<file path="config.mk">
export PLATFORM = sky130hd
export DESIGN_NAME = dma_burst_seq
export DESIGN_NICKNAME = d
export VERILOG_FILES = /design/src/rtl/dma_burst_seq.sv
export SDC_FILE = /design/constraint.sdc
export NUM_CORES = 1
export LEC_CHECK = 0
export BUFFER_PORTS_ARGS = -buffer_cell sky130_fd_sc_hd__buf_2
export CAP_MARGIN = 10
export CORE_ASPECT_RATIO = 1.25
export CORE_MARGIN = 2
export CORE_UTILIZATION = 32
export DETAILED_ROUTE_END_ITERATION = 8
export GPL_ROUTABILITY_DRIVEN = 1
export SYNTH_ARGS = -nofsm -noshare
export SYNTH_HDL_FRONTEND = slang
export SYNTH_SLANG_ARGS = --single-unit
export TNS_END_PERCENT = 30
</file>
<file path="constraint.sdc">
create_clock -name clk -period 2.6 [get_ports clk]
set_input_delay 0.52 -clock clk [delete_from_list [all_inputs] [get_ports clk]]
set_output_delay 0.52 -clock clk [all_outputs]
set_load 0.01 [all_outputs]
</file>
<file path="src/rtl/dma_burst_seq.sv">
module dma_burst_seq #(
  parameter int AW      = 32,
  parameter int CW      = 11,
  parameter int MAXCODE = 10
) (
  input  logic          clk,
  input  logic          rst_n,
  input  logic          start,
  input  logic [AW-1:0] src_base,
  input  logic [AW-1:0] dst_base,
  input  logic [CW-1:0] xfer_count,
  input  logic [1:0]    xfer_width,
  input  logic [3:0]    burst_code,
  input  logic          src_wrap,
  input  logic          dst_wrap,
  input  logic          trig_burst,
  input  logic          trig,
  output logic          req,
  input  logic          ack,
  output logic [AW-1:0] rd_addr,
  output logic [AW-1:0] wr_addr,
  output logic          busy,
  output logic          done,
  output logic          cfg_err
);

  localparam logic [CW-1:0] MAXCNT = CW'(1) << MAXCODE;

  typedef enum logic [1:0] {S_IDLE, S_WAIT, S_RUN} state_t;

  state_t        state;
  logic [CW-1:0] rem, bcnt, blen_q;
  logic [AW-1:0] sbase_q, dbase_q;
  logic [1:0]    width_q;
  logic          swrap_q, dwrap_q, tmode_q, pend;

  logic [CW-1:0] blen_in;
  logic          bad_cfg, bend, last, xfer;
  logic [AW-1:0] step;

  assign blen_in = CW'(1) << burst_code;
  assign bad_cfg = (burst_code > 4'(MAXCODE)) || (xfer_width == 2'd3) ||
                   (xfer_count == '0) || (xfer_count > MAXCNT) ||
                   ((xfer_count & (blen_in - CW'(1))) != '0);

  assign req  = (state == S_RUN);
  assign busy = (state != S_IDLE);
  assign xfer = req && ack;
  assign bend = (bcnt == blen_q - CW'(1));
  assign last = (rem == CW'(1));
  assign step = AW'(1) << width_q;

  always_ff @(posedge clk or negedge rst_n) begin
    if (!rst_n) begin
      state   <= S_IDLE;
      rem     <= '0;
      bcnt    <= '0;
      blen_q  <= CW'(1);
      sbase_q <= '0;
      dbase_q <= '0;
      rd_addr <= '0;
      wr_addr <= '0;
      width_q <= '0;
      swrap_q <= 1'b0;
      dwrap_q <= 1'b0;
      tmode_q <= 1'b0;
      pend    <= 1'b0;
      done    <= 1'b0;
      cfg_err <= 1'b0;
    end else begin
      done <= 1'b0;
      case (state)
        S_IDLE: if (start) begin
          cfg_err <= bad_cfg;
          if (!bad_cfg) begin
            state   <= S_WAIT;
            rem     <= xfer_count;
            bcnt    <= '0;
            blen_q  <= blen_in;
            sbase_q <= src_base;
            dbase_q <= dst_base;
            rd_addr <= src_base;
            wr_addr <= dst_base;
            width_q <= xfer_width;
            swrap_q <= src_wrap;
            dwrap_q <= dst_wrap;
            tmode_q <= trig_burst;
            pend    <= 1'b0;
          end
        end
        S_WAIT: if (trig) state <= S_RUN;
        S_RUN: begin
          if (ack) begin
            rem     <= rem - CW'(1);
            bcnt    <= bend ? '0 : bcnt + CW'(1);
            rd_addr <= (bend && swrap_q) ? sbase_q : rd_addr + step;
            wr_addr <= (bend && dwrap_q) ? dbase_q : wr_addr + step;
            if (last) begin
              state <= S_IDLE;
              done  <= 1'b1;
              pend  <= 1'b0;
            end else if (bend && tmode_q) begin
              pend <= 1'b0;
              if (!(pend || trig)) state <= S_WAIT;
            end else if (trig && tmode_q) begin
              pend <= 1'b1;
            end
          end else if (trig && tmode_q) begin
            pend <= 1'b1;
          end
        end
        default: state <= S_IDLE;
      endcase
    end
  end

  assert_stall_hold_R3: assert property (@(posedge clk) disable iff (!rst_n)
    (req && !ack) |=> (req && $stable(rd_addr) && $stable(wr_addr)));

  assert_burst_bound_R1: assert property (@(posedge clk) disable iff (!rst_n)
    busy |-> (bcnt < blen_q));

  assert_err_idle_R2: assert property (@(posedge clk) disable iff (!rst_n)
    cfg_err |-> !busy);

  assert_run_holds_R6: assert property (@(posedge clk) disable iff (!rst_n)
    (req && !(xfer && bend)) |=> req);

  assert_wrap_home_R4: assert property (@(posedge clk) disable iff (!rst_n)
    (xfer && bend && swrap_q && !last) |=> (rd_addr == sbase_q));

  assert_done_pulse_R9: assert property (@(posedge clk) disable iff (!rst_n)
    done |=> !done);

  assert_done_idle_R9: assert property (@(posedge clk) disable iff (!rst_n)
    done |-> !busy);

endmodule

</file>
== Word-level counts from Yosys, hierarchy flattened ==
Index checks and enable logic that the tools add are counted.
W data, S select, Z words.
Cells by class
  add/sub/neg operators: 6
  magnitude comparators: 2
  eq/ne operators: 11
  shift-type cells: 2
  mux-type cells: 37
  bitwise logic cells: 2
  reductions and logical operators: 19
Operators by type and width (number)
  $mux W32: 8
  $pmux W32 S2: 2
  $mux W11: 7
  $add A32 B32 Y32: 2
  $pmux W11 S2: 2
  $sub A11 B1 Y11 const B: 3
  $shl A1 B2 Y32 const A: 1
  $mux W2: 7
  $add A11 B1 Y11 const B: 1
  $and A11 B11 Y11: 1
  $eq A11 B1 Y1 const B: 1
  $eq A11 B11 Y1: 1
  $gt A11 B11 Y1 const B: 1
  $logic_not A11 Y1: 1
  $reduce_bool A11 Y1: 1
  $shl A1 B4 Y11 const A: 1
  $mux W1: 9
  $ne A2 B2 Y1 const B: 3
  $pmux W2 S3: 1
  $reduce_and A3 Y1: 2
  $reduce_and A6 Y1: 1
  $logic_or A1 B1 Y1: 5
  $eq A2 B2 Y1 const B: 2
  $gt A4 B4 Y1 const B: 1
  11 further kinds: 15
Word-level totals
  register bits after elaboration: 171
  word-level logic and storage cells: 94

== Logic depth before layout (Yosys ltp) ==
  word-level depth: 8
  gate-level depth with buffers: 14

== Worst setup path before layout ==
OpenSTA, ideal clock, no wires.
  path type: input port to flip-flop
  from: in burst_code[3]
  to: reg rem[0]
  arrival time: 3157 ps
  data required time: 2479 ps
  setup slack: -678 ps
  cell stages on the path: 14
  cell sequence: clkbuf_1 > clkbuf_1 > or3_1 > ha_1 > or3_1 > a21oi_1 > a211oi_1 > and4_1 > clkbuf_1 > nor2_2 > clkbuf_1 > nor3_1 > a21oi_1 > nand2_1
On the way
  word-level cells in the longest chain between the ends: 7
  elaborated cells between the ends (all ways): 11
RTL lines
  start: declaration: RTL line 13  | input logic [3:0] burst_code,
  $shl A1 B4 Y11 or $gt A4 B4 Y1 (tied branches): RTL line 41, 42
  $sub A11 B1 Y11 or $logic_or A1 B1 Y1 (tied branches): RTL line 44, 42
  $and A11 B11 Y11 or $logic_or A1 B1 Y1 (tied branches): RTL line 44, 42
  $reduce_bool A11 Y1 or $logic_or A1 B1 Y1 (tied branches): RTL line 44, 43
  $logic_or A1 B1 Y1 *: RTL line 43  | (xfer_count == '0) || (xfer_count > MAXCNT) ||
  $ne A2 B2 Y1 (no line) *
  $reduce_and A4 Y1 (no line) *
  end signal: assignment: RTL line 77  | rem <= xfer_count;
  end signal: assignment: RTL line 94  | rem <= rem - CW'(1);
  end: declaration: RTL line 32  | logic [CW-1:0] rem, bcnt, blen_q;
Every way passes the cells marked *; elsewhere a longest branch is shown, timed or not.
A chain may end at the register's enable or synchronous reset.

== Worst setup path in the final report ==
  from: reg blen_q[1]
  to: reg rd_addr[4]
On the way
  word-level cells in the longest chain between the ends: 6
RTL lines
  start: declaration: RTL line 32
  start signal: assignment: RTL line 79  | blen_q <= blen_in;
  $sub A11 B1 Y11: RTL line 49  | assign bend = (bcnt == blen_q - CW'(1));
  $eq A11 B11 Y1: RTL line 49
  $logic_and A1 B1 Y1: RTL line 96  | rd_addr <= (bend && swrap_q) ? sbase_q : rd_addr + step;
  $mux W32: RTL line 96
  $mux W32: RTL line 93  | if (ack) begin
  $pmux W32 S2: RTL line 72  | case (state)
  end signal: assignment: RTL line 82  | rd_addr <= src_base;
  end signal: assignment: RTL line 96
  end: declaration: RTL line 20  | output logic [AW-1:0] rd_addr,
No other way between the ends. The select of a mux whose other input is x is not followed.

==> impl_metrics.json <==
{
  "outcome": "finished, violations left",
  "violations": "negative setup slack",
  "dp_slack_ns": -0.4891,
  "peakVddDrop_mv": 0.4476,
  "hold_viol_final": 0,
  "leakage_uw": 0.006518,
  "die_area_mm2": 0.03177,
  "track_usage_pct": 19.18,
  "synthMuxAreaShare_pct": 2.486,
  "synth-xor-area-share_pct": 6.492,
  "die_y_um": 198.8,
  "drt-initial-drc-count": 546,
  "antenna_left": 0,
  "slew_headroom_pct": 58.36,
  "setup_viol": 78,
  "cts_tree": "done",
  "cts.clk_slew.worst_paths_ns": 0.07,
  "post-route-period-util_pct": 111.8,
  "drt_wl_total_mm": 30.17,
  "yosys_warnings": 0,
  "cts.path.max_buffers": 2,
  "first_pass_iters": 5,
  "path_depth": 9,
  "core.rowCount": 71,
  "cpPeakStageDelay_ns": 0.52,
  "wire_per_inst_um": 16.84,
  "antennaDiodeCount": 0,
  "routed-via-count": 9167,
  "root_buffer": "clkbuf_16",
  "crit_chain": "or4_4, or3_4, a2111oi_4, o2111a_2, nand4_4, buf_12, buf_12, mux2i_1, o21ai_1",
  "synth_nets": 1245,
  "postSynthAreaPerCell_um2": 8.513,
  "synth-seq-cells": 171,
  "layout.nets": 1483,
  "syn_to_final_growth_pct": 33.38,
  "synth_top_family_by_area": "simple AND/OR/NAND/NOR gates",
  "swShare_pct": 37.00,
  "critPathTopFamily": "simple AND/OR/NAND/NOR gates",
  "crit_fanout": 6,
  "finClkSkew_ns": 0.01421,
  "synth-edff-count": 0,
  "seqPwrFrac_pct": 39.6,
  "via_per_inst": 5.116,
  "fp.dieW_um": 159.8,
  "worst_pin_slew_ns": 0.6223,
  "drive_above_1_share_pct": 27.75,
  "rrSetupSlack_ns": -0.31,
  "yosysUniqueCellTypes": 74,
  "synth_compound_area_share_pct": 15.11,
  "synth_area_mm2": 0.009713,
  "arrival_ns": 3.23,
  "dp_hpwl_mm": 21.71,
  "fillCellCount": 3020,
  "p_clk_share_pct": 26.1,
  "p_per_area_mw_per_mm2": 818.1,
  "setup_ws_ns": -0.3057,
  "coreArea_mm2": 0.03003,
  "cts_htree_levels": 4,
  "maxCapViolations": 0,
  "min_path_type": "in2async",
  "yosys.area.top_type": "dfrtp_1",
  "fin_crit_ns": 2.906,
  "max_freq_ghz": 0.3441,
  "yosysTopAreaCellShare_pct": 43.80,
  "synthArstFlopShare_pct": 100.0,
  "yosysMostFrequentCell": "nand2_1",
  "grt_max_degree": 56,
  "port-buffer-count": 156,
  "power_frac_comb_pct": 34.4,
  "synth_area_leaders": "dfrtp_1, nand2_1, xnor2_1",
  "start_util_pct": 32.35,
  "overflow": 0,
  "synthFlopType": "dfrtp_1",
  "postSynthCellCount": 1141,
  "worstSetupPathType": "reg2reg",
  "r2r_cells": 9,
  "slowest_stage": "or4_4",
  "holdWs_ns": 0.01543,
  "yosys.area_share.simple_pct": 26.29,
  "critPathMostFrequentCell": "buf_12",
  "yosys.area_share.adder_pct": 2.087,
  "grt_pass1_vias": 9132,
  "synthTopCellsByCount": "nand2_1, dfrtp_1, nand3_1",
  "power.switching_uw": 3921,
  "end_kind": "flop",
  "crit_required_ns": 2.92,
  "timing.final.max_slew_violations": 0,
  "numCtsBuffers": 17,
  "drc_errors": 0,
  "critPathBufInv": 2,
  "pin_count": 157,
  "p_int_uw": 6677,
  "tns_ns": -16.93,
  "clk_latency_ns": 0.44,
  "antenna_found_initial": 0,
  "gp_congestion": 0.8217,
  "start_kind": "flop",
  "cts.sinks": 171,
  "rsz0062_at_grt": "yes",
  "ys_seq_area_share_pct": 44.07,
  "grt_pass1_wl_mm": 48.39,
  "cts_hold_buf": 0
}
==> per-layer routing <==
metal,share of wire [%],GRT usage (%),vias up
met5,0,0,-
met4,2.5,7.140,0
met3,3.6,2.815,49
met2,50,33.21,221
met1,44,24.37,4454
li1,-,-,4443
==> power groups by stage <==
stage / Clock (uW) / Combinational (uW) / Sequential [uW]
final: 2760 / 3640 / 4190
after global routing: 2920 / 4070 / 4290
after CTS: 2810 / 3590 / 4180
after detailed placement: 0 / 3490 / 4210
after global placement: 0 / 3430 / 4200
after floorplan: 0 / 1910 / 4200
==> per-stage QoR <==
stage          instance area (um^2)  util, %  power [uW]  cells
3_5_place_dp                  11890    39.59        7705   1754
5_1_grt                       12950    43.15       11280   1792
2_1_floorplan                  9853        -        6109   1141
3_3_place_gp                  11890    39.59        7634   1754
4_1_cts                       12730    42.40       10590   1789
6_report                      12950    43.15       10600   1792
==> layout by cell type (no fill, tap or decap), types with 6 or more instances in the layout <==
cell and count:
nand4_1 18, nand2b_1 10, o31ai_1 9, and3_1 23, xnor2_1 50, a22oi_2 10, a21oi_1 27, a31oi_1 7
inv_1 23, ha_1 11, nor2_1 48, or3_1 7, o21ai_0 21, buf_2 156, a22oi_1 17, buf_12 20
o21ai_1 32, and4_1 6, buf_6 9, nand3_1 56, a21o_1 6, nor3_1 20, nand2_1 317, buf_4 92
mux2i_1 23, dfrtp_1 169, o211ai_1 30, xor2_1 21, clkbuf_16 18
==> registers in the layout (all words and copies together), names as in the netlist <==
signal and cells:
bcnt 11, blen_q 11, cfg_err 1, dbase_q 32, done 1, dwrap_q 1
pend 1, rd_addr 32, rem 11, sbase_q 32, state 2, swrap_q 1
tmode_q 1, width_q 2, wr_addr 32
==> worst paths after layout <==
check,startpoint,endpoint
worst min register to register,sbase_q[12]$_DFFE_PN0P_,sbase_q[12]$_DFFE_PN0P_
worst max-delay path,blen_q[1]$_DFFE_PN0P_,rd_addr[4]$_DFFE_PN0P_
worst max register to register,blen_q[1]$_DFFE_PN0P_,rd_addr[4]$_DFFE_PN0P_
min in group clk,src_base[0],sbase_q[0]$_DFFE_PN0P_
worst min-delay path,rst_n,sbase_q[21]$_DFFE_PN0P_
max in group asynchronous,rst_n,blen_q[0]$_DFFE_PN1P_
==> cell type report <==
type,count,area [um^2],share of cell area [%]
flip-flops and latches,171,4282,33.05
repair buffers,280,2041,15.75
well taps,401,501.7,3.873
clock inverters,11,167.7,1.294
multi-input cells,885,5416,41.81
inverters,24,90.09,0.6954
clock buffers,20,456.7,3.525
==> kinds of logic (layout without fill, tap and decap cells) <==
logic type,after synthesis,count (layout)
simple gates,560,560
compound gates,214,214
flops,171,171
buf+inv,85,335
xor+xnor,72,72
mux,24,24
fa+ha+maj,15,15
==> what timing repair did <==
item                                    CTS  global route
gates cloned                              2             1
resized for setup                        64            42
endpoints found under the setup margin   79           143
pin swaps                                20            21
buffers inserted                          2             2
endpoints found under the hold margin     0             0
Power figures use the tool's default switching activity.
